$ cat config.mk
export PLATFORM = sky130hd
export DESIGN_NAME = mp_uart_rx
export DESIGN_NICKNAME = d
export VERILOG_FILES = /design/src/rtl/mprx_pkg.sv /design/src/rtl/mprx_tick_gen.sv /design/src/rtl/mprx_frame_engine.sv /design/src/rtl/mprx_regs.sv /design/src/rtl/mp_uart_rx.sv
export SDC_FILE = /design/constraint.sdc
export NUM_CORES = 1
export LEC_CHECK = 0
export BUFFER_PORTS_ARGS = -buffer_cell sky130_fd_sc_hd__buf_4
export CORE_UTILIZATION = 42
export DETAILED_ROUTE_END_ITERATION = 8
export GPL_TIMING_DRIVEN = 0
export SYNTH_ARGS = -nofsm -noshare
export SYNTH_HDL_FRONTEND = slang
export SYNTH_SLANG_ARGS = --single-unit
$ cat constraint.sdc
create_clock -name clk -period 2.2 [get_ports clk]
set_clock_uncertainty 0.1 [all_clocks]
set_input_delay 0.44 -clock clk [delete_from_list [all_inputs] [get_ports clk]]
set_output_delay 0.44 -clock clk [all_outputs]
set_load 0.02 [all_outputs]
$ cat src/rtl/mprx_pkg.sv
package mprx_pkg;

  typedef enum logic [1:0] {
    RX_IDLE  = 2'd0,
    RX_START = 2'd1,
    RX_BITS  = 2'd2,
    RX_STOP  = 2'd3
  } rx_state_e;

  // sixteen oversample ticks per bit; centre tick of a bit
  localparam int unsigned OVS_LOG2 = 4;
  localparam logic [OVS_LOG2-1:0] TICK_MID  = 4'd8;
  localparam logic [OVS_LOG2-1:0] TICK_LAST = 4'd15;

  // register addresses
  localparam logic [1:0] ADDR_CTRL = 2'd0;
  localparam logic [1:0] ADDR_STAT = 2'd1;
  localparam logic [1:0] ADDR_DATA = 2'd2;

  function automatic logic vote3(input logic a, input logic b, input logic c);
    return (a & b) | (a & c) | (b & c);
  endfunction

  // a status flag survives a write unless its write-data bit is 0
  function automatic logic flag_kept(input logic wr, input logic wbit);
    return !(wr && !wbit);
  endfunction

endpackage

$ cat src/rtl/mprx_tick_gen.sv
module mprx_tick_gen #(
  parameter int unsigned TICK_DIV = 4
) (
  input  logic clk,
  input  logic rst_n,
  output logic tick
);
  localparam int unsigned CW = (TICK_DIV > 2) ? $clog2(TICK_DIV) : 1;
  localparam logic [CW-1:0] CNT_TOP = CW'(TICK_DIV - 1);

  logic [CW-1:0] cnt_q;

  always_ff @(posedge clk or negedge rst_n) begin
    if (!rst_n) begin
      cnt_q <= '0;
    end else if (cnt_q == CNT_TOP) begin
      cnt_q <= '0;
    end else begin
      cnt_q <= cnt_q + 1'b1;
    end
  end

  assign tick = (cnt_q == CNT_TOP);

  assert_tick_period_R2: assert property (@(posedge clk) disable iff (!rst_n)
    tick |=> !tick);

endmodule

$ cat src/rtl/mprx_frame_engine.sv
module mprx_frame_engine
  import mprx_pkg::*;
#(
  parameter int unsigned NDATA = 8
) (
  input  logic             clk,
  input  logic             rst_n,
  input  logic             tick,
  input  logic             rxd,
  input  logic             rx_on,
  input  logic             accept,
  output logic             frame_done,
  output logic [NDATA-1:0] frame_byte,
  output logic             frame_flag,
  output logic             stop_ok,
  output logic             line_lvl
);
  localparam int unsigned FRAME_BITS = NDATA + 1;
  localparam int unsigned IDXW = $clog2(FRAME_BITS);
  localparam logic [IDXW-1:0] LAST_IDX = IDXW'(FRAME_BITS - 1);

  rx_state_e st_q;
  logic [OVS_LOG2-1:0] cnt_q;
  logic [IDXW-1:0] idx_q;
  logic [FRAME_BITS-1:0] sreg_q;
  logic rx_m, rx_s, armed_q;
  logic smp_a, smp_b;
  logic done_q, stop_q;
  logic vote;
  logic at_a, at_b, at_c;

  assign vote = vote3(smp_a, smp_b, rx_s);
  assign at_a = (cnt_q == TICK_MID - 1'b1);
  assign at_b = (cnt_q == TICK_MID);
  assign at_c = (cnt_q == TICK_MID + 1'b1);

  always_ff @(posedge clk or negedge rst_n) begin
    if (!rst_n) begin
      rx_m    <= 1'b1;
      rx_s    <= 1'b1;
      st_q    <= RX_IDLE;
      cnt_q   <= '0;
      idx_q   <= '0;
      sreg_q  <= '0;
      armed_q <= 1'b0;
      smp_a   <= 1'b1;
      smp_b   <= 1'b1;
      done_q  <= 1'b0;
      stop_q  <= 1'b0;
    end else begin
      rx_m   <= rxd;
      rx_s   <= rx_m;
      done_q <= 1'b0;
      if (!rx_on) begin
        st_q    <= RX_IDLE;
        cnt_q   <= '0;
        armed_q <= rx_s;
      end else if (tick) begin
        unique case (st_q)
          RX_IDLE: begin
            armed_q <= rx_s;
            if (accept && armed_q && !rx_s) begin
              st_q  <= RX_START;
              cnt_q <= 4'd1;
            end
          end
          RX_START: begin
            cnt_q <= cnt_q + 1'b1;
            if (at_b && rx_s) begin
              st_q <= RX_IDLE;
            end else if (cnt_q == TICK_LAST) begin
              st_q  <= RX_BITS;
              idx_q <= '0;
            end
          end
          RX_BITS: begin
            cnt_q <= cnt_q + 1'b1;
            if (at_a) smp_a <= rx_s;
            if (at_b) smp_b <= rx_s;
            if (at_c) sreg_q <= {vote, sreg_q[FRAME_BITS-1:1]};
            if (cnt_q == TICK_LAST) begin
              if (idx_q == LAST_IDX) st_q <= RX_STOP;
              else idx_q <= idx_q + 1'b1;
            end
          end
          RX_STOP: begin
            cnt_q <= cnt_q + 1'b1;
            if (at_a) smp_a <= rx_s;
            if (at_b) smp_b <= rx_s;
            if (at_c) begin
              done_q  <= 1'b1;
              stop_q  <= vote;
              st_q    <= RX_IDLE;
              armed_q <= 1'b0;
            end
          end
          default: st_q <= RX_IDLE;
        endcase
      end
    end
  end

  assign frame_done = done_q;
  assign frame_byte = sreg_q[NDATA-1:0];
  assign frame_flag = sreg_q[NDATA];
  assign stop_ok    = stop_q;
  assign line_lvl   = rx_s;

  assert_idle_when_off_R11: assert property (@(posedge clk) disable iff (!rst_n)
    !rx_on |=> (st_q == RX_IDLE));

  assert_no_start_when_held_R9: assert property (@(posedge clk) disable iff (!rst_n)
    (st_q == RX_IDLE) && !accept |=> (st_q == RX_IDLE));

  assert_done_single_R8: assert property (@(posedge clk) disable iff (!rst_n)
    frame_done |=> !frame_done);

endmodule

$ cat src/rtl/mprx_regs.sv
module mprx_regs
  import mprx_pkg::*;
#(
  parameter int unsigned NDATA = 8
) (
  input  logic             clk,
  input  logic             rst_n,
  input  logic             ctrl_wr,
  input  logic             stat_wr,
  input  logic [2:0]       wbits,
  input  logic             frame_done,
  input  logic [NDATA-1:0] frame_byte,
  input  logic             frame_flag,
  input  logic             stop_ok,
  output logic             rx_on,
  output logic             hunt,
  output logic             irq_en,
  output logic             full,
  output logic             ovr,
  output logic             frm,
  output logic             last_flag,
  output logic [NDATA-1:0] data,
  output logic             accept,
  output logic             rx_irq
);
  logic rx_on_q, hunt_q, irq_en_q, full_q, ovr_q, frm_q, flag_q;
  logic [NDATA-1:0] data_q;
  logic full_eff;
  // named events for the checks below
  logic drop_ev, load_ev, overrun_ev, bad_ev;

  assign full_eff   = full_q & flag_kept(stat_wr, wbits[0]);
  assign bad_ev     = frame_done & ~stop_ok;
  assign drop_ev    = frame_done & stop_ok & hunt_q & ~frame_flag;
  assign load_ev    = frame_done & stop_ok & ~drop_ev & ~full_eff;
  assign overrun_ev = frame_done & stop_ok & ~drop_ev & full_eff;

  always_ff @(posedge clk or negedge rst_n) begin
    if (!rst_n) begin
      rx_on_q  <= 1'b0;
      hunt_q   <= 1'b0;
      irq_en_q <= 1'b0;
      full_q   <= 1'b0;
      ovr_q    <= 1'b0;
      frm_q    <= 1'b0;
      flag_q   <= 1'b0;
      data_q   <= '0;
    end else begin
      full_q <= full_eff | load_ev;
      ovr_q  <= (ovr_q & flag_kept(stat_wr, wbits[1])) | overrun_ev;
      frm_q  <= (frm_q & flag_kept(stat_wr, wbits[2])) | bad_ev;
      if (load_ev) begin
        data_q <= frame_byte;
        flag_q <= frame_flag;
      end
      if (ctrl_wr) begin
        rx_on_q  <= wbits[0];
        hunt_q   <= wbits[1];
        irq_en_q <= wbits[2];
      end else if (load_ev && frame_flag) begin
        hunt_q <= 1'b0;
      end
    end
  end

  assign rx_on     = rx_on_q;
  assign hunt      = hunt_q;
  assign irq_en    = irq_en_q;
  assign full      = full_q;
  assign ovr       = ovr_q;
  assign frm       = frm_q;
  assign last_flag = flag_q;
  assign data      = data_q;
  assign accept    = rx_on_q & ~ovr_q & ~frm_q;
  assign rx_irq    = full_q & irq_en_q;

  assert_drop_silent_R3: assert property (@(posedge clk) disable iff (!rst_n)
    drop_ev |=> (data_q == $past(data_q)) && !$rose(full_q) && !$rose(ovr_q));

  assert_id_ends_hunt_R4: assert property (@(posedge clk) disable iff (!rst_n)
    load_ev && frame_flag && hunt_q && !ctrl_wr |=> !hunt_q && full_q);

  assert_irq_with_full_R5: assert property (@(posedge clk) disable iff (!rst_n)
    $rose(full_q) && irq_en_q |-> rx_irq);

  assert_overrun_keeps_R7: assert property (@(posedge clk) disable iff (!rst_n)
    overrun_ev |=> ovr_q && (data_q == $past(data_q)));

  assert_bad_stop_R8: assert property (@(posedge clk) disable iff (!rst_n)
    bad_ev |=> frm_q && (data_q == $past(data_q)));

  assert_hold_off_R9: assert property (@(posedge clk) disable iff (!rst_n)
    (ovr_q || frm_q) |-> !frame_done);

endmodule

$ cat src/rtl/mp_uart_rx.sv
module mp_uart_rx
  import mprx_pkg::*;
#(
  parameter int unsigned TICK_DIV = 4,
  parameter int unsigned NDATA    = 8
) (
  input  logic       clk,
  input  logic       rst_n,
  input  logic       rxd,
  input  logic       bus_wr,
  input  logic [1:0] bus_addr,
  input  logic [2:0] bus_wdata,
  output logic [7:0] bus_rdata,
  output logic       rx_irq
);
  logic tick;
  logic frame_done, frame_flag, stop_ok, line_lvl;
  logic [NDATA-1:0] frame_byte, data;
  logic rx_on, hunt, irq_en, full, ovr, frm, last_flag, accept;
  logic ctrl_wr, stat_wr;

  assign ctrl_wr = bus_wr && (bus_addr == ADDR_CTRL);
  assign stat_wr = bus_wr && (bus_addr == ADDR_STAT);

  mprx_tick_gen #(.TICK_DIV(TICK_DIV)) u_tick (
    .clk  (clk),
    .rst_n(rst_n),
    .tick (tick)
  );

  mprx_frame_engine #(.NDATA(NDATA)) u_eng (
    .clk       (clk),
    .rst_n     (rst_n),
    .tick      (tick),
    .rxd       (rxd),
    .rx_on     (rx_on),
    .accept    (accept),
    .frame_done(frame_done),
    .frame_byte(frame_byte),
    .frame_flag(frame_flag),
    .stop_ok   (stop_ok),
    .line_lvl  (line_lvl)
  );

  mprx_regs #(.NDATA(NDATA)) u_regs (
    .clk       (clk),
    .rst_n     (rst_n),
    .ctrl_wr   (ctrl_wr),
    .stat_wr   (stat_wr),
    .wbits     (bus_wdata),
    .frame_done(frame_done),
    .frame_byte(frame_byte),
    .frame_flag(frame_flag),
    .stop_ok   (stop_ok),
    .rx_on     (rx_on),
    .hunt      (hunt),
    .irq_en    (irq_en),
    .full      (full),
    .ovr       (ovr),
    .frm       (frm),
    .last_flag (last_flag),
    .data      (data),
    .accept    (accept),
    .rx_irq    (rx_irq)
  );

  always_comb begin
    bus_rdata = '0;
    unique case (bus_addr)
      ADDR_CTRL: bus_rdata = {5'b0, irq_en, hunt, rx_on};
      ADDR_STAT: bus_rdata = {3'b0, last_flag, line_lvl, frm, ovr, full};
      ADDR_DATA: bus_rdata = 8'(data);
      default:   bus_rdata = '0;
    endcase
  end

  assert_line_visible_R10: assert property (@(posedge clk) disable iff (!rst_n)
    $fell(line_lvl) |-> $past(rxd, 2) == 1'b0);

  assert_irq_needs_full_R5: assert property (@(posedge clk) disable iff (!rst_n)
    rx_irq |-> full);

endmodule

* Word level (Yosys, flattened, before mapping)
Index checks and enable logic that the tools add are counted.
Word-level totals: register bits after elaboration 43, latch bits 0, RAM bits 0, memory bits (read-only) 0, input bits 9, output and inout bits 9, logic and storage cells 132, memories kept 0
Operators by class: $add $sub $neg 3, $mul 0, divide/modulo/power cells 0, magnitude comparators 0, equality and inequality tests 22, shifts and indexed selects 0, mux-type cells 30, bitwise gates (word level) 27, reductions and logical operators 30
Operators with widths (number):
- 4-bit two-way mux | 7
- 8-bit one-hot mux with 3 select lines | 1
- 2-bit two-way mux | 9
- 1-bit AND | 16
- 4-bit == test, second input constant | 4
- 4-bit one-hot mux with 2 select lines | 2
- 4-bit AND reduction | 4
- 3-bit != test, second input constant | 5
- 1-bit logical AND | 9
- 1-bit two-way mux | 9
- 4-bit by 1-bit adder with 4-bit output, second input constant | 2
- 2-bit == test, second input constant | 4
- 2-bit one-hot mux with 4 select lines | 1
- 1-bit logical NOT | 7
- 7-bit AND reduction | 1
- 2-bit != test, second input constant | 3
- 1-bit NOT | 6
- 6-bit AND reduction | 1
- 1-bit OR | 5
- 2-bit by 1-bit == test with 1-bit output, second input constant | 2
- 4-bit by 3-bit == test with 1-bit output, second input constant | 1
- 2-bit logical NOT | 2
- 2-bit by 1-bit != test with 1-bit output, second input constant | 2
- 4-bit != test, second input constant | 1
- other kinds (7) | 8

* Longest topological paths before layout
word-level depth 10, gate-level depth with buffers 6, depth with buffers taken out 6

* Hierarchy
Synthesis repeated with hierarchy kept, for this count alone.
Second synthesis, totals: cells, all modules 182, area total of the unflattened synthesis 2154.6 um^2
Modules (own cells, without submodules):
- mprx_frame_engine | instances 1, cells each 116, area each 1323.8 um^2, sequential area each 655.6 um^2
- mprx_regs | instances 1, cells each 46, area each 625.6 um^2, sequential area each 375.4 um^2
- mp_uart_rx | instances 1, cells each 16, area each 138.9 um^2, sequential area each 0.0 um^2
- mprx_tick_gen | instances 1, cells each 4, area each 66.3 um^2, sequential area each 50.0 um^2

* Least setup slack after synthesis
No wires, ideal clock.
path type input to register, start point input bus_addr[1], end point register u_regs.data_q[0], in the netlist u_regs.data[0], setup time 0.125 ns, arrival time 1.583 ns, data required time 1.975 ns, setup slack 0.392 ns, stages 4, path buffers 1, path through buf_6 nand4bb_4 a221oi_4 mux2_2
On the way: word-level cells in the longest chain between the ends 7
Ends and longest elaborated chain:
- from (decl) | RTL line mp_uart_rx.sv:11 | input logic [1:0] bus_addr,
- 2-bit by 1-bit == test with 1-bit output | RTL line mp_uart_rx.sv:23 | assign stat_wr = bus_wr && (bus_addr == ADDR_STAT);
- 1-bit logical AND | RTL line mp_uart_rx.sv:23
- 1-bit logical AND | RTL line mprx_pkg.sv:26 | return !(wr && !wbit);
- 1-bit logical NOT | RTL line mprx_pkg.sv:26
- 1-bit AND | RTL line mprx_regs.sv:32 | assign full_eff = full_q & flag_kept(stat_wr, wbits[0]);
- 1-bit NOT | RTL line mprx_regs.sv:35 | assign load_ev = frame_done & stop_ok & ~drop_ev & ~full_eff;
- 1-bit AND | RTL line mprx_regs.sv:35
- to (signal assigned) | RTL line mprx_regs.sv:53 | data_q <= frame_byte;
- to (decl) | RTL line mprx_regs.sv:27 | logic [NDATA-1:0] data_q;
No other way between the ends. A chain may end at the register's enable or synchronous reset.

* Worst setup path after layout
start point register u_regs.rx_on_q, in the netlist u_regs.rx_on, end point output bus_rdata[0]
On the way: word-level cells in the longest chain between the ends 1
Ends and longest elaborated chain:
- from (decl) | RTL line mprx_regs.sv:26 | logic rx_on_q, hunt_q, irq_en_q, full_q, ovr_q, frm_q, flag_q;
- from (signal assigned) | RTL line mprx_regs.sv:57 | rx_on_q <= wbits[0];
- 8-bit one-hot mux with 3 select lines | RTL line mp_uart_rx.sv:69 | unique case (bus_addr)
- to (decl) | RTL line mp_uart_rx.sv:13 | output logic [7:0] bus_rdata,
No other way between the ends.

==> impl_metrics.yaml <==
routing:
  antenna_left: 0
  avgRoutedWirePerCell_um: 14.0
  first_iter_violations: 60
  firstDrtPassIters: 4
  viasPerCell: 5.10
  wirelength_um: 4070
  drc: 0
  dr_total_vias: 1483
global_route:
  grtUsageMet2_pct: 23.8
  grtUsageMet1_pct: 22.5
  grt_start_max_net_pins: 44
  use_met3_pct: 3.66
  grt_pass1_vias: 1384
  grt_usage_pct: 16.1
  grt-ovfl-total: 0
  grt_pass1_wl_um: 6620
  antenna_found_initial: 0
  grt.busiest_layer: "met2"
clock_network:
  hold_buffers: 0
  cts_tree: "done"
  cts_resized: 0
  ctsRootBufferMaster: "clkbuf_8"
  numCtsBuffers: 5
  cts.sinks: 43
  clk_pin_slew_ns: 0.09
  htree_levels: 2
  cts_setup_buffers: 0
  insertion_delay_ns: 0.30
  clk_path_buf_depth: 2
yosys:
  synth-warning-count: 0
  yosysTopAreaCell: "dfrtp_1"
  synth_cells: 197
  synth_top_area_share_pct: 44.1
  ys_ff_latch: 43
  synth_area_per_cell_um2: 11.2
  ys.flop_type: "dfrtp_1"
  synthesis.nets: 217
  synth-edff-count: 0
  ys_seq_area_share_pct: 48.8
  syn_area_mm2: 0.00221
  yosys-top-cells-area: "dfrtp_1 44%, mux2_2 12%, ha_1 6.2%"
  yosysUniqueCellTypes: 39
  synth-async-reset-ratio_pct: 100
hold_path:
  hold_class: "input pin to asynchronous set/reset pin"
placement:
  gp_congestion: 0.833
  post_dp_cell_area_mm2: 0.00242
  post-dp-hpwl_um: 2940
  port_buffers: 16
critical_path:
  critical-path-max-stage-delay_ns: 0.37
  reg2reg_setup_slack_ns: 0.26
  worstPathRequired_ns: 1.66
  path_delay_family: "buffers and inverters"
  r2r_start: "u_eng.st_q[0]"
  r2r-end: "u_eng.smp_a"
  crit_chain: "clkbuf_1 -> mux2i_1 -> o21ai_0 -> buf_4"
  crit_path_end_kind: "primary output"
  crit_slowest_cell: "clkbuf_1"
  critical_path_class: "flop to primary output"
  worstPathMaxFanout: 10
  crit_buf_inv: 2
  rr_worst_depth: 6
  crit_path_start_kind: "flop"
  arrival_ns: 1.47
sta:
  max_freq_mhz: 499
  hold_viol_final: 0
  setup_violations: 0
  relSlewSlack_pct: 58.9
  min_period_ns: 2.01
  slew_violations: 0
  worstMarginPinSlew_ns: 0.610
  rsz0062_at_grt: "false"
  period_share_pct: 91.2
  tns_ns: 0
power:
  power_density_mw_per_mm2: 586
  vdd_drop_max_v: 0.000222
  total_leakage_power_nw: 1.14
finish:
  final_common_cell: "dfrtp_1"
  fin_area_mm2: 0.00251
  most-common-layout-cells: "39 x dfrtp_1, 24 x mux2_2, 16 x o21ai_0, 16 x buf_4, 15 x nand2_1"
  n_antenna_cell: 0
  area_delta_synth_final_pct: 13.2
  nNetsFinal: 240
  drive_gt1_share_pct: 26.2
run:
  cap_violations: 0
floorplan:
  die_x_um: 74.6
  die_height_um: 74.6
  initial_core_util_pct: 43.6
  row_count: 26
  die_area_mm2: 0.00556
  coreArea_mm2: 0.00507
  io_pins: 18
status:
  status: "finished clean"
## worst max-delay path by stage
stage / startpoint / end / cells past startpoint
5_1_grt: u_eng.st_q[0] / u_eng.smp_a / 6
4_1_cts: u_regs.rx_on / bus_rdata[0] / 4
3_5_place_dp: bus_wdata[0] / u_regs.data[2] / 4
6_report: u_regs.rx_on / bus_rdata[0] / 4
2_1_floorplan: bus_addr[1] / u_regs.data[0] / 4
3_3_place_gp: bus_wdata[0] / u_regs.data[7] / 4
## power by group
part	switching [mW]	leakage (nW)	internal [mW]
sequential	0.0186	0.573	0.812
combinational	0.0842	0.525	0.0577
clock	0.274	0.0412	0.222
## state kept, by name, summed over array words and instances (netlist names), 2 cells and up
signal        count
u_eng.cnt_q       4
u_eng.sreg_q      9
u_eng.st_q        2
u_tick.cnt_q      2
u_eng.idx_q       4
u_regs.data       8
## worst register-to-register path, delay by kind of cell (launching register included)
| kind | cells | cell delay [ns] |
|---|---|---|
| compound gates | 1 | 0.17 |
| simple gates | 1 | 0.23 |
| fa+ha+maj | 1 | 0.16 |
| flops | 1 | 0.41 |
| mux | 1 | 0.36 |
| buf+inv | 2 | 0.44 |
## metrics by stage
| step | power, mW | hold WS, ns | worst slack (ns) | std cells | util [%] |
|---|---|---|---|---|---|
| 3_5_place_dp | 0.990 | 0.247 | 0.165 | 283 | 47.7 |
| 2_1_floorplan | 0.926 | 0.0444 | 0.392 | 197 | - |
| 6_report | 1.47 | 0.0168 | 0.194 | 291 | 49.4 |
| 4_1_cts | 1.49 | 0.0368 | 0.188 | 291 | 49.4 |
| 5_1_grt | 1.54 | 0.0697 | 0.0552 | 291 | 49.4 |
| 3_3_place_gp | 0.989 | 0.247 | 0.172 | 283 | 47.7 |
## synthesized netlist by cell type (all sizes together) (4+ instances only)
| master | count |
|---|---|
| dfrtp | 39 |
| mux2 | 24 |
| o21ai | 16 |
| nand2 | 15 |
| inv | 13 |
| ha | 11 |
| nand3 | 8 |
| a21oi | 6 |
| and2 | 6 |
| nor2 | 6 |
| mux2i | 5 |
| nand3b | 5 |
| clkbuf | 4 |
| dfstp | 4 |
| nand4 | 4 |
## area by class of cell
class | count | area, µm²
fillers | 479 | 2570
well taps | 70 | 87.6
repair buffers | 16 | 120
flip-flops and latches | 43 | 1080
clock inverters | 2 | 12.5
inverters | 13 | 48.8
clock buffers | 6 | 72.6
multi-input cells | 136 | 1060
plain buffers | 5 | 27.5
## metal layers
layer,up-vias,wire (µm)
li1,745,-
met1,698,2070
met2,32,1770
met3,8,160
met4,0,77
met5,-,0
## logic make-up (layout without fill, tap and decap cells)
group	count (synthesis)	in the layout	synth area share, %
and+or+nand+nor	59	59	15.7
DFF	43	43	48.8
buffers and inverters	18	42	3.45
AOI/OAI and AO/OA	36	36	10.9
adders and majority gates	12	12	6.67
muxes	29	29	14.5
Note: power is estimated with default switching activity, not from simulation.
